## config.mk

```make
export PLATFORM = sky130hd
export DESIGN_NAME = memErrTelemetry
export DESIGN_NICKNAME = d
export VERILOG_FILES = /design/src/rtl/memErrPkg.sv /design/src/rtl/memErrCtrl.sv /design/src/rtl/memErrRetire.sv /design/src/rtl/memErrDatapath.sv /design/src/rtl/memErrTelemetry.sv
export SDC_FILE = /design/constraint.sdc
export NUM_CORES = 2
export LEC_CHECK = 0
export BUFFER_PORTS_ARGS = -buffer_cell sky130_fd_sc_hd__clkbuf_2
export CORE_ASPECT_RATIO = 1.75
export CORE_MARGIN = 2
export CORE_UTILIZATION = 63
export DETAILED_ROUTE_END_ITERATION = 8
export GPL_ROUTABILITY_DRIVEN = 1
export HOLD_SLACK_MARGIN = 0.05
export PLACE_DENSITY = 0.82
export SLEW_MARGIN = 10
export SYNTH_ARGS = -nofsm -noshare
export SYNTH_HDL_FRONTEND = slang
export SYNTH_HIERARCHICAL = 1
export SYNTH_SLANG_ARGS = --single-unit
```

## constraint.sdc

```tcl
create_clock -name clk -period 5.9 [get_ports clk]
set_clock_uncertainty 0.2 [all_clocks]
set_input_delay 1.18 -clock clk [delete_from_list [all_inputs] [get_ports clk]]
set_output_delay 1.18 -clock clk [all_outputs]
set_load 0.01 [all_outputs]
```

## src/rtl/memErrPkg.sv

```systemverilog
package memErrPkg;

  // counter slot order, shared by the read map and the save/restore packing
  typedef enum logic [1:0] {
    SLOT_SRAM_CE = 2'd0,
    SLOT_SRAM_UE = 2'd1,
    SLOT_DRAM_CE = 2'd2,
    SLOT_DRAM_UE = 2'd3
  } errSlotE;

  localparam int SLOT_N = 4;

  // strobes from control to datapath
  typedef struct packed {
    logic [SLOT_N-1:0] bump;      // one per counter slot
    logic              latchDram; // capture DRAM address as fault address
    logic              latchSram; // capture SRAM address as fault address
    logic              clrVol;    // clear volatile counters
  } strobeT;

  // read indices beyond the counters
  localparam logic [3:0] RD_RET_CE    = 4'd8;
  localparam logic [3:0] RD_RET_UE    = 4'd9;
  localparam logic [3:0] RD_FAULT     = 4'd10;
  localparam logic [3:0] RD_RET_TOTAL = 4'd11;

endpackage

```

## src/rtl/memErrCtrl.sv

```systemverilog
module memErrCtrl
  import memErrPkg::*;
#(
  parameter int WIN_W        = 16,
  parameter int RATE_LIMIT   = 100,
  parameter int RETIRE_LIMIT = 64,
  parameter int RIDX_W       = 7
) (
  input  logic              clk,
  input  logic              porN,
  input  logic              devReset,
  input  logic              sramEvtValid,
  input  logic              sramEvtUncorr,
  input  logic              dramEvtValid,
  input  logic              dramEvtUncorr,
  input  logic              timerTick,
  input  logic [WIN_W-1:0]  windowTicks,
  input  logic [RIDX_W-1:0] retTotal,
  output strobeT            strobe,
  output logic              uncorrIrq,
  output logic              rateAlarm,
  output logic              replaceDevice
);

  localparam int RC_W = $clog2(RATE_LIMIT + 4);
  localparam logic [RC_W-1:0] LIM = RC_W'(RATE_LIMIT);

  logic [WIN_W-1:0] tickCnt;
  logic [RC_W-1:0]  winCnt;
  logic [RC_W-1:0]  corrInc, base, sum, winNext;
  logic             roll, alarmNext;

  always_comb begin
    strobe                           = '0;
    strobe.bump[int'(SLOT_SRAM_CE)]  = sramEvtValid && !sramEvtUncorr;
    strobe.bump[int'(SLOT_SRAM_UE)]  = sramEvtValid &&  sramEvtUncorr;
    strobe.bump[int'(SLOT_DRAM_CE)]  = dramEvtValid && !dramEvtUncorr;
    strobe.bump[int'(SLOT_DRAM_UE)]  = dramEvtValid &&  dramEvtUncorr;
    strobe.latchDram                 = dramEvtValid &&  dramEvtUncorr;
    strobe.latchSram                 = sramEvtValid &&  sramEvtUncorr && !strobe.latchDram;
    strobe.clrVol                    = devReset;
  end

  // window accounting: events in a rolling cycle count toward the new window
  always_comb begin
    roll      = timerTick && (({1'b0, tickCnt} + 1'b1) >= {1'b0, windowTicks});
    corrInc   = RC_W'(strobe.bump[int'(SLOT_SRAM_CE)]) + RC_W'(strobe.bump[int'(SLOT_DRAM_CE)]);
    base      = roll ? '0 : winCnt;
    sum       = base + corrInc;
    alarmNext = (sum > LIM) && (base <= LIM);
    winNext   = (sum > LIM) ? (LIM + 1'b1) : sum;
  end

  always_ff @(posedge clk or negedge porN) begin
    if (!porN) begin
      tickCnt       <= '0;
      winCnt        <= '0;
      rateAlarm     <= 1'b0;
      uncorrIrq     <= 1'b0;
      replaceDevice <= 1'b0;
    end else begin
      uncorrIrq     <= strobe.bump[int'(SLOT_SRAM_UE)] | strobe.bump[int'(SLOT_DRAM_UE)];
      replaceDevice <= replaceDevice | strobe.bump[int'(SLOT_SRAM_UE)]
                       | (retTotal > RIDX_W'(RETIRE_LIMIT));
      if (devReset) begin
        tickCnt   <= '0;
        winCnt    <= '0;
        rateAlarm <= 1'b0;
      end else begin
        if (roll)           tickCnt <= '0;
        else if (timerTick) tickCnt <= tickCnt + 1'b1;
        winCnt    <= winNext;
        rateAlarm <= alarmNext;
      end
    end
  end


  replace_sticky_chk: assert property (@(posedge clk) disable iff (!porN)
    replaceDevice |=> replaceDevice);


  alarm_pulse_chk: assert property (@(posedge clk) disable iff (!porN)
    rateAlarm |=> !rateAlarm);

endmodule

```

## src/rtl/memErrRetire.sv

```systemverilog
module memErrRetire #(
  parameter int ADDR_W     = 32,
  parameter int PAGE_SHIFT = 12,
  parameter int RET_DEPTH  = 72,
  parameter int HIT_DEPTH  = 4,
  parameter int HIT_THRESH = 2,
  parameter int CNT_W      = 16,
  parameter int RIDX_W     = 7
) (
  input  logic              clk,
  input  logic              porN,
  input  logic              devReset,
  input  logic              dramEvtValid,
  input  logic              dramEvtUncorr,
  input  logic [ADDR_W-1:0] dramEvtAddr,
  output logic [CNT_W-1:0]  retCeCnt,
  output logic [CNT_W-1:0]  retUeCnt,
  output logic [RIDX_W-1:0] retTotal,
  output logic              retirePending
);

  localparam int PAGE_W = ADDR_W - PAGE_SHIFT;
  localparam int HC_W   = $clog2(HIT_THRESH + 1);
  localparam int HI_W   = (HIT_DEPTH > 1) ? $clog2(HIT_DEPTH) : 1;
  localparam logic [CNT_W-1:0] CMAX = '1;

  logic [PAGE_W-1:0] retPage [RET_DEPTH];
  logic [RET_DEPTH-1:0] retV, retPend;

  logic [PAGE_W-1:0] hitPage [HIT_DEPTH];
  logic [HC_W-1:0]   hitCnt  [HIT_DEPTH];
  logic [HIT_DEPTH-1:0] hitV;
  logic [PAGE_W-1:0] nP [HIT_DEPTH];
  logic [HC_W-1:0]   nC [HIT_DEPTH];
  logic [HIT_DEPTH-1:0] nV;

  logic [PAGE_W-1:0] page;
  logic              alreadyRetired, hitFound, room;
  logic [HI_W-1:0]   hitIdx;
  logic [HC_W-1:0]   hitCntInc;
  logic              ueEvt, ceEvt, crossing, doRetire;

  assign page = dramEvtAddr[ADDR_W-1:PAGE_SHIFT];

  always_comb begin
    alreadyRetired = 1'b0;
    for (int i = 0; i < RET_DEPTH; i++)
      if (retV[i] && retPage[i] == page) alreadyRetired = 1'b1;
    hitFound = 1'b0;
    hitIdx   = '0;
    for (int j = 0; j < HIT_DEPTH; j++)
      if (hitV[j] && hitPage[j] == page) begin
        hitFound = 1'b1;
        hitIdx   = HI_W'(j);
      end
  end

  always_comb begin
    room      = retTotal < RIDX_W'(RET_DEPTH);
    ueEvt     = dramEvtValid &&  dramEvtUncorr && !alreadyRetired;
    ceEvt     = dramEvtValid && !dramEvtUncorr && !alreadyRetired;
    hitCntInc = hitCnt[hitIdx] + 1'b1;
    crossing  = ceEvt && hitFound && (hitCntInc >= HC_W'(HIT_THRESH));
    doRetire  = room && (ueEvt || crossing);
  end

  // page-hit table kept in recency order, most recent at slot 0
  always_comb begin
    for (int j = 0; j < HIT_DEPTH; j++) begin
      nV[j] = hitV[j];
      nP[j] = hitPage[j];
      nC[j] = hitCnt[j];
    end
    if (ceEvt) begin
      if (crossing) begin
        for (int j = 0; j < HIT_DEPTH - 1; j++)
          if (j >= int'(hitIdx)) begin
            nV[j] = hitV[j+1];
            nP[j] = hitPage[j+1];
            nC[j] = hitCnt[j+1];
          end
        nV[HIT_DEPTH-1] = 1'b0;
      end else begin
        for (int j = 1; j < HIT_DEPTH; j++)
          if (!hitFound || j <= int'(hitIdx)) begin
            nV[j] = hitV[j-1];
            nP[j] = hitPage[j-1];
            nC[j] = hitCnt[j-1];
          end
        nV[0] = 1'b1;
        nP[0] = page;
        nC[0] = hitFound ? hitCntInc : HC_W'(1);
      end
    end
  end

  always_ff @(posedge clk or negedge porN) begin
    if (!porN) begin
      hitV <= '0;
      for (int j = 0; j < HIT_DEPTH; j++) begin
        hitPage[j] <= '0;
        hitCnt[j]  <= '0;
      end
    end else begin
      hitV <= nV;
      for (int j = 0; j < HIT_DEPTH; j++) begin
        hitPage[j] <= nP[j];
        hitCnt[j]  <= nC[j];
      end
    end
  end

  always_ff @(posedge clk or negedge porN) begin
    if (!porN) begin
      retV     <= '0;
      retPend  <= '0;
      retTotal <= '0;
      retCeCnt <= '0;
      retUeCnt <= '0;
      for (int i = 0; i < RET_DEPTH; i++) retPage[i] <= '0;
    end else begin
      for (int i = 0; i < RET_DEPTH; i++) begin
        if (doRetire && retTotal == RIDX_W'(i)) begin
          retV[i]    <= 1'b1;
          retPend[i] <= 1'b1;
          retPage[i] <= page;
        end else if (devReset) begin
          retPend[i] <= 1'b0;
        end
      end
      if (doRetire) retTotal <= retTotal + 1'b1;
      if (doRetire && crossing && retCeCnt != CMAX) retCeCnt <= retCeCnt + 1'b1;
      if (doRetire && ueEvt    && retUeCnt != CMAX) retUeCnt <= retUeCnt + 1'b1;
    end
  end

  assign retirePending = |retPend;


  dup_retire_chk: assert property (@(posedge clk) disable iff (!porN)
    (dramEvtValid && alreadyRetired) |=> (retTotal == $past(retTotal)));


  commit_clear_chk: assert property (@(posedge clk) disable iff (!porN)
    (devReset && !doRetire) |=> !retirePending);


  pend_occupied_chk: assert property (@(posedge clk) disable iff (!porN)
    retirePending |-> (retTotal != '0));

endmodule

```

## src/rtl/memErrDatapath.sv

```systemverilog
module memErrDatapath
  import memErrPkg::*;
#(
  parameter int ADDR_W = 32,
  parameter int CNT_W  = 16,
  parameter int REG_W  = 32,
  parameter int RIDX_W = 7
) (
  input  logic                  clk,
  input  logic                  porN,
  input  strobeT                strobe,
  input  logic [ADDR_W-1:0]     sramEvtAddr,
  input  logic [ADDR_W-1:0]     dramEvtAddr,
  input  logic                  restoreValid,
  input  logic [SLOT_N*CNT_W-1:0] restoreData,
  output logic [SLOT_N*CNT_W-1:0] saveData,
  input  logic [CNT_W-1:0]      retCeCnt,
  input  logic [CNT_W-1:0]      retUeCnt,
  input  logic [RIDX_W-1:0]     retTotal,
  input  logic [3:0]            regAddr,
  output logic [REG_W-1:0]      regRdData
);

  localparam logic [CNT_W-1:0] CMAX = '1;

  logic [CNT_W-1:0]  volCnt  [SLOT_N];
  logic [CNT_W-1:0]  persCnt [SLOT_N];
  logic [ADDR_W-1:0] faultAddr;

  for (genvar g = 0; g < SLOT_N; g++) begin : gSlot
    always_ff @(posedge clk or negedge porN) begin
      if (!porN)                                    volCnt[g] <= '0;
      else if (strobe.clrVol)                       volCnt[g] <= '0;
      else if (strobe.bump[g] && volCnt[g] != CMAX) volCnt[g] <= volCnt[g] + 1'b1;
    end

    always_ff @(posedge clk or negedge porN) begin
      if (!porN)                                     persCnt[g] <= '0;
      else if (restoreValid)                         persCnt[g] <= restoreData[g*CNT_W +: CNT_W];
      else if (strobe.bump[g] && persCnt[g] != CMAX) persCnt[g] <= persCnt[g] + 1'b1;
    end

    assign saveData[g*CNT_W +: CNT_W] = persCnt[g];


    vol_no_wrap_chk: assert property (@(posedge clk) disable iff (!porN)
      !strobe.clrVol |=> (volCnt[g] >= $past(volCnt[g])));
  end

  always_ff @(posedge clk or negedge porN) begin
    if (!porN)                 faultAddr <= '0;
    else if (strobe.latchDram) faultAddr <= dramEvtAddr;
    else if (strobe.latchSram) faultAddr <= sramEvtAddr;
  end

  always_comb begin
    if (regAddr[3:2] == 2'b00)      regRdData = REG_W'(volCnt[regAddr[1:0]]);
    else if (regAddr[3:2] == 2'b01) regRdData = REG_W'(persCnt[regAddr[1:0]]);
    else begin
      case (regAddr)
        RD_RET_CE:    regRdData = REG_W'(retCeCnt);
        RD_RET_UE:    regRdData = REG_W'(retUeCnt);
        RD_FAULT:     regRdData = REG_W'(faultAddr);
        RD_RET_TOTAL: regRdData = REG_W'(retTotal);
        default:      regRdData = '0;
      endcase
    end
  end


  save_hold_chk: assert property (@(posedge clk) disable iff (!porN)
    (!restoreValid && strobe.bump == '0) |=> $stable(saveData));

endmodule

```

## src/rtl/memErrTelemetry.sv

```systemverilog
module memErrTelemetry
  import memErrPkg::*;
#(
  parameter int ADDR_W       = 32,
  parameter int CNT_W        = 16,
  parameter int REG_W        = 32,
  parameter int PAGE_SHIFT   = 12,
  parameter int RET_DEPTH    = 72,
  parameter int RETIRE_LIMIT = 64,
  parameter int HIT_DEPTH    = 4,
  parameter int HIT_THRESH   = 2,
  parameter int RATE_LIMIT   = 100,
  parameter int WIN_W        = 16
) (
  input  logic                    clk,
  input  logic                    porN,
  input  logic                    devReset,
  input  logic                    sramEvtValid,
  input  logic                    sramEvtUncorr,
  input  logic [ADDR_W-1:0]       sramEvtAddr,
  input  logic                    dramEvtValid,
  input  logic                    dramEvtUncorr,
  input  logic [ADDR_W-1:0]       dramEvtAddr,
  input  logic                    timerTick,
  input  logic [WIN_W-1:0]        windowTicks,
  input  logic                    restoreValid,
  input  logic [4*CNT_W-1:0]      restoreData,
  output logic [4*CNT_W-1:0]      saveData,
  input  logic [3:0]              regAddr,
  output logic [REG_W-1:0]        regRdData,
  output logic                    uncorrIrq,
  output logic                    rateAlarm,
  output logic                    retirePending,
  output logic                    replaceDevice
);

  localparam int RIDX_W = $clog2(RET_DEPTH + 1);

  strobeT             strobe;
  logic [CNT_W-1:0]   retCeCnt, retUeCnt;
  logic [RIDX_W-1:0]  retTotal;

  memErrCtrl #(
    .WIN_W(WIN_W), .RATE_LIMIT(RATE_LIMIT),
    .RETIRE_LIMIT(RETIRE_LIMIT), .RIDX_W(RIDX_W)
  ) i_ctrl (
    .clk(clk), .porN(porN), .devReset(devReset),
    .sramEvtValid(sramEvtValid), .sramEvtUncorr(sramEvtUncorr),
    .dramEvtValid(dramEvtValid), .dramEvtUncorr(dramEvtUncorr),
    .timerTick(timerTick), .windowTicks(windowTicks), .retTotal(retTotal),
    .strobe(strobe), .uncorrIrq(uncorrIrq), .rateAlarm(rateAlarm),
    .replaceDevice(replaceDevice)
  );

  memErrRetire #(
    .ADDR_W(ADDR_W), .PAGE_SHIFT(PAGE_SHIFT), .RET_DEPTH(RET_DEPTH),
    .HIT_DEPTH(HIT_DEPTH), .HIT_THRESH(HIT_THRESH), .CNT_W(CNT_W), .RIDX_W(RIDX_W)
  ) i_retire (
    .clk(clk), .porN(porN), .devReset(devReset),
    .dramEvtValid(dramEvtValid), .dramEvtUncorr(dramEvtUncorr), .dramEvtAddr(dramEvtAddr),
    .retCeCnt(retCeCnt), .retUeCnt(retUeCnt), .retTotal(retTotal),
    .retirePending(retirePending)
  );

  memErrDatapath #(
    .ADDR_W(ADDR_W), .CNT_W(CNT_W), .REG_W(REG_W), .RIDX_W(RIDX_W)
  ) i_datapath (
    .clk(clk), .porN(porN), .strobe(strobe),
    .sramEvtAddr(sramEvtAddr), .dramEvtAddr(dramEvtAddr),
    .restoreValid(restoreValid), .restoreData(restoreData), .saveData(saveData),
    .retCeCnt(retCeCnt), .retUeCnt(retUeCnt), .retTotal(retTotal),
    .regAddr(regAddr), .regRdData(regRdData)
  );

endmodule

```

After elaboration in Yosys (flattened, before gate mapping)
Cells that the tools add are included.

Output and inout port bits: 100. Bits in registers: 1901. Memories kept: 0. Bits in writable memories: 0. Bits in latches: 0. Input bits: 157. ROM bits: 0. Word-level logic and storage cells: 929.

Order comparisons: 14. Multipliers: 0. $add $sub $neg: 16. Shift operators: 0. Reduce and logical (&&, ||, !) cells: 274. Bitwise operators: 6. Multiplexer cells: 209. Div/mod/pow operators: 0. Equality and inequality tests: 165.

Operator list (count): 20-bit equality test (76); 16-bit 2-to-1 mux (23); 7-bit by 6-bit equality test with 1-bit output (second input constant) (32); 16-bit by 1-bit adder with 16-bit output (second input constant) (11); 1-bit logical AND (172); 2-bit nonzero test (84); 16-bit inequality test (second input constant) (10); 1-bit 2-to-1 mux (157); 32-bit 2-to-1 mux (4); 32-bit case mux with 4 select lines (1); 7-bit by 5-bit equality test with 1-bit output (second input constant) (16); 20-bit 2-to-1 mux (5); 72-bit OR reduction (1); 16-bit binary-select mux with 2-bit select (2); 60-bit 2-to-1 mux (1); 7-bit by 4-bit equality test with 1-bit output (second input constant) (8); 7-bit equality test (second input constant) (8); 7-bit by 3-bit equality test with 1-bit output (second input constant) (4); 7-bit 2-to-1 mux (3); 2-bit 2-to-1 mux (10); 16-bit by 1-bit adder with 17-bit output (second input constant) (1); 17-bit by 16-bit >= comparator with 1-bit output (1); 4-bit equality test (second input constant) (4); 7-bit by 2-bit equality test with 1-bit output (second input constant) (2); other kinds (29) (48).

Depth between registers and ports, before layout
Word-level depth: 82. Depth in mapped cells: 20. Gate-level depth less buffers: 20.

Hierarchy
Netlist, hierarchy kept.

By module, submodules not included: memErrRetire (cells each 6520, sequential area each 42916.2 µm², instances 1, area each 85059.1 µm²); memErrDatapath (cells each 1149, sequential area each 4003.8 µm², instances 1, area each 10760.3 µm²); memErrCtrl (cells each 229, sequential area each 650.6 µm², instances 1, area each 2057.0 µm²).

Worst setup path after synthesis
Ideal clock, no wire load.

Path kind: in2reg. Start point: input port dramEvtAddr[26]. End point: register i_retire/hitPage[60] (netlist name). Required time: 5.572 ns. Library setup time: 0.128 ns. Setup slack: 1.444 ns. Stages on the path: 13. Arrival: 4.128 ns. Buffers on the path: 3. Cell sequence: buf_2 -> xor2_1 -> nor4_1 -> nand4_1 -> or2_1 -> a311oi_1 -> a21oi_2 -> xnor2_4 -> nor2_2 -> buf_2 -> buf_2 -> mux2_2 -> mux2_1.

Longest elaborated chain between the ends: 80. Elaborated cells between the ends (all ways): 245. Those cells by class: 1 x add/sub; 2 x order compare; 77 x eq/ne; 83 x mux; 1 x bitwise; 81 x reduce/logical.

RTL lines: start, declared (RTL line memErrTelemetry.sv:23) `input logic [ADDR_W-1:0] dramEvtAddr,`; 20-bit equality test (RTL line memErrRetire.sv:48) `if (retV[i] && retPage[i] == page) alreadyRetired = 1'b1;`; 1-bit logical AND (RTL line memErrRetire.sv:48); 1-bit 2-to-1 mux (72 in a row) (RTL line memErrRetire.sv:48); 1-bit logical NOT (RTL line memErrRetire.sv:61) `ceEvt = dramEvtValid && !dramEvtUncorr && !alreadyRetired;`; 1-bit logical AND (RTL line memErrRetire.sv:61); 1-bit logical AND (2 in a row) (RTL line memErrRetire.sv:63) `crossing = ceEvt && hitFound && (hitCntInc >= HC_W'(HIT_THRESH));`; 2-bit inequality test (no source line); 2-bit AND reduction (no source line); end signal, assigned by index (RTL line memErrRetire.sv:107) `hitPage[j] <= nP[j];`; end, declared (RTL line memErrRetire.sv:30) `logic [PAGE_W-1:0] hitPage [HIT_DEPTH];`.

Parallel ways exist; a longest one is shown, timed or not. The select of a mux whose other input is x is not followed. A chain may end at the register's enable or synchronous reset.

Worst setup path after layout
Start point: input port dramEvtAddr[27]. End point: register i_retire/hitPage[13] (netlist name).

Longest elaborated chain between the ends: 80. Elaborated cells between the ends (all ways): 246. Those cells by class: 1 x add/sub; 2 x order compare; 76 x eq/ne; 82 x mux; 2 x bitwise; 83 x reduce/logical.

RTL lines (RTL line): 20-bit equality test (memErrRetire.sv:48); 1-bit logical AND (memErrRetire.sv:48); 1-bit 2-to-1 mux (72 in a row) (memErrRetire.sv:48); 1-bit logical NOT (memErrRetire.sv:61); 1-bit logical AND (memErrRetire.sv:61); 1-bit logical AND (2 in a row) (memErrRetire.sv:63); 1-bit NOT (no source line); 3-bit AND reduction (no source line) *.

Mark *: on every way between the ends. The rest lies on a longest branch, timed or not. The select of a mux whose other input is x is not followed.

==> flow_metrics.env <==
export IMPL_power_total_mw=34.0
export IMPL_yosysTopAreaCellShare_pct=48.6
export IMPL_dr_total_vias=63700
export IMPL_synth_ff_type="dfrtp_1"
export IMPL_layout_drive_gt1_share_pct=20.3
export IMPL_start_util_pct=63.3
export IMPL_yosysSeqAreaShare_pct=48.6
export IMPL_routed_wl_mm=261
export IMPL_critical_path_slowest_cell="nor4_1"
export IMPL_cts_setup_buffers=0
export IMPL_cts_hold_buf=0
export IMPL_met1_length_mm=95.6
export IMPL_cts_buffers=179
export IMPL_hold_violations=0
export IMPL_synth_cell_types=108
export IMPL_drv_slew=0
export IMPL_synth_seq_cells=1901
export IMPL_gr_total_overflow=0
export IMPL_syn_inst=7898
export IMPL_max_slew_margin_rel_pct=17.4
export IMPL_critPathArrivalTime_ps=6010
export IMPL_vdd_drop_max_v=0.000262
export IMPL_vias_per_cell=6.25
export IMPL_root_buffer="clkbuf_16"
export IMPL_setup_tns_ps=0
export IMPL_nets=8227
export IMPL_power_density_nw_per_um2=315
export IMPL_max_cap_violations=0
export IMPL_gp_congestion=0.982
export IMPL_fill_cells=10300
export IMPL_critPathMaxFanout=35
export IMPL_grt_max_degree=192
export IMPL_io_pins=257
export IMPL_syn_area_sq_um=97900
export IMPL_critical_path_class="in2reg"
export IMPL_dpl_cell_count=9882
export IMPL_final_core_util_pct=70.0
export IMPL_clkLatencyLatePin_ps=840
export IMPL_synth_area_per_cell_sq_um=12.4
export IMPL_p_int_mw=24.6
export IMPL_place_hpwl_mm=175
export IMPL_htree_levels=4
export IMPL_grt_pass1_vias=68700
export IMPL_dieArea_sq_um=159000
export IMPL_synth_edf_count=0
export IMPL_synthArstFlopShare_pct=100
export IMPL_coreArea_sq_um=155000
export IMPL_remaining_drc_errors=0
export IMPL_cp_cell_sequence="clkbuf_8 -> buf_12 -> xor2_1 -> nor4_1 -> nand3_1 -> nor4_1 -> nor4_1 -> buf_4 -> nand4_1 -> or4_4 -> nor4b_4 -> buf_12 -> nor3b_4 -> buf_12 -> mux2_1"
export IMPL_instances_no_fill=10200
export IMPL_worstHoldPathType="in2async"
export IMPL_postRouteAntennaNets=0
export IMPL_yosys_warnings=6
export IMPL_p_sw_mw=9.46
export IMPL_port_buffers=256
export IMPL_syn_nets=8088
export IMPL_worstPathRequired_ps=6390
export IMPL_worstSetupEndpointType="flip-flop"
export IMPL_period_needed_ps=5520
export IMPL_period_share_pct=93.6
export IMPL_die_w_um=302
export IMPL_cts_buffer_depth=4
export IMPL_rsz0062_at_grt="no"
export IMPL_dr_wl_met3_mm=13.0
export IMPL_grt_antenna_before_repair=5
export IMPL_top_layer_used="met5"
export IMPL_final_cell_mix="dfrtp_1, xnor2_1, mux2_1"
export IMPL_synthTopCellsByArea="dfrtp_1, mux2_1, xnor2_1"
export IMPL_power_frac_seq_pct=47.9
export IMPL_area_growth_pct=10.6
export IMPL_tightestPinTransition_ps=1230
export IMPL_leakage_nw=50.5
export IMPL_cpPeakStageDelay_ps=1010
export IMPL_path_clk_slew_ps=60
export IMPL_drtIter0Drc=4806
export IMPL_tritoncts="built"
export IMPL_worstSetupStartpointType="primary input"
export IMPL_firstDrtPassIters=6
export IMPL_wl_met2_mm=134
export IMPL_clock_fmax_mhz=181
export IMPL_post_cts_resized=0
export IMPL_comb_power_share_pct=17.1
export IMPL_fp_row_count=191
export IMPL_status="finished, final reports clean"
export IMPL_switching_share_pct=27.8
export IMPL_cts_sinks=1901
export IMPL_setup_viol=0
export IMPL_layout_commonest_cell="dfrtp_1"
export IMPL_die_y_um=525
export IMPL_synth_top_area_cell="dfrtp_1"
export IMPL_wire_per_inst_um=25.6
export IMPL_p_clk_share_pct=35.0
export IMPL_grt_pass1_wl_mm=404
export IMPL_grt_util_all_layers_pct=33.1
[final timing paths]
check | cells after the start | endpoint | start | slack (ps)
max reg2reg | 20 | i_ctrl/winCnt[4]$_DFF_PN0_ | i_ctrl/tickCnt[0]$_DFFE_PN0P_ | 620
min reg2reg | 1 | i_retire/retV[4]$_DFFE_PN0P_ | i_retire/retV[4]$_DFFE_PN0P_ | 270
min | 1 | i_datapath/faultAddr[11]$_DFFE_PN0P_ | porN | 220
min in group clk | 1 | i_retire/retV[4]$_DFFE_PN0P_ | i_retire/retV[4]$_DFFE_PN0P_ | 270
max in group asynchronous | 2 | i_retire/retPage[209]$_DFFE_PN0P_ | porN | 3690
max | 15 | i_retire/hitPage[13]$_DFFE_PN0P_ | dramEvtAddr[27] | 380
[power by group through the flow]
stage | sequential [mW] | clock [mW] | combinational (mW)
2_1_floorplan | 16.0 | 0 | 4.18
4_1_cts | 16.3 | 12.1 | 5.85
5_1_grt | 16.5 | 12.6 | 6.31
3_5_place_dp | 16.5 | 0 | 5.76
3_3_place_gp | 16.3 | 0 | 5.56
6_report | 16.3 | 11.9 | 5.82
[sequential cells by signal, summed over array words and instances (netlist names)]
register and flops:
i_ctrl/winCnt 7, i_retire/hitV 4, i_retire/retV 72, i_ctrl/uncorrIrq 1, i_retire/hitCnt 8, i_datapath/volCnt 64
i_ctrl/rateAlarm 1, i_retire/retUeCnt 16, i_datapath/saveData 64, i_datapath/faultAddr 32, i_retire/retCeCnt 16, i_ctrl/replaceDevice 1
i_retire/retPend 72, i_retire/retPage 1440, i_retire/hitPage 80, i_retire/retTotal 7, i_ctrl/tickCnt 16
[cell type report]
class / instances / area, sq um / area share [%]
Timing Repair Buffer: 624 / 5790 / 5.35
Sequential cell: 1901 / 47600 / 44.0
Clock inverter: 65 / 827 / 0.764
Clock buffer: 249 / 5160 / 4.76
Antenna cell: 4 / 10.0 / 0.00925
Multi-Input combinational cell: 5250 / 46000 / 42.5
Inverter: 81 / 304 / 0.281
Tap cell: 2026 / 2530 / 2.34
[cell usage after synthesis, types with 36 or more instances]
master       n
dfrtp_1   1901
a21o_1      47
and3_1     137
xnor2_1   1178
or4_1       36
nand4_1    358
xor2_1     401
buf_6       69
nor4_1     208
o31ai_1     42
buf_2      152
a21oi_1     62
mux2i_1     59
nand2_1    175
clkbuf_1   216
mux2_1    1038
mux4_2      38
inv_1       79
nand3_1    172
nor2_1     131
buf_4      196
o21ai_0    104
mux2_2     578
or2_2       49
[kinds of logic (layout without fill, tap and decap cells)]
group                      Yosys count  after routing  synth area share [%]
xor gates and xnor gates          1580           1580                  14.2
buffers and inverters              747           1019                  4.41
DFF                               1901           1901                  48.6
muxes                             1715           1715                  20.1
adders and majority gates           34             34                 0.440
other                                0              4                     0
and+or+nand+nor                   1515           1515                  9.39
AOI/OAI and AO/OA                  406            406                  2.88
[metal layers]
layer,vias to the layer above,global-route usage (%)
met5,-,0
met4,6,20.4
met3,769,4.67
met2,1983,58.5
met1,33000,37.6
li1,28000,-
[critical path, delay by kind of cell]
kind | cells | cell delay, ps
mux | 1 | 340
xor+xnor | 1 | 200
buf+inv | 5 | 1460
simple gates | 8 | 2690
[metrics by stage]
| step | worst slack, ps | cell area, sq um | hold WS, ps |
|---|---|---|---|
| final | 378 | 108000 | 219 |
| after global routing | 160 | 108000 | 237 |
| after CTS | 489 | 108000 | 229 |
| after detailed placement | -331 | 102000 | 252 |
| after global placement | -271 | 102000 | 248 |
| after floorplan | 1440 | 97900 | 234 |
(Power assumes the default switching activity.)
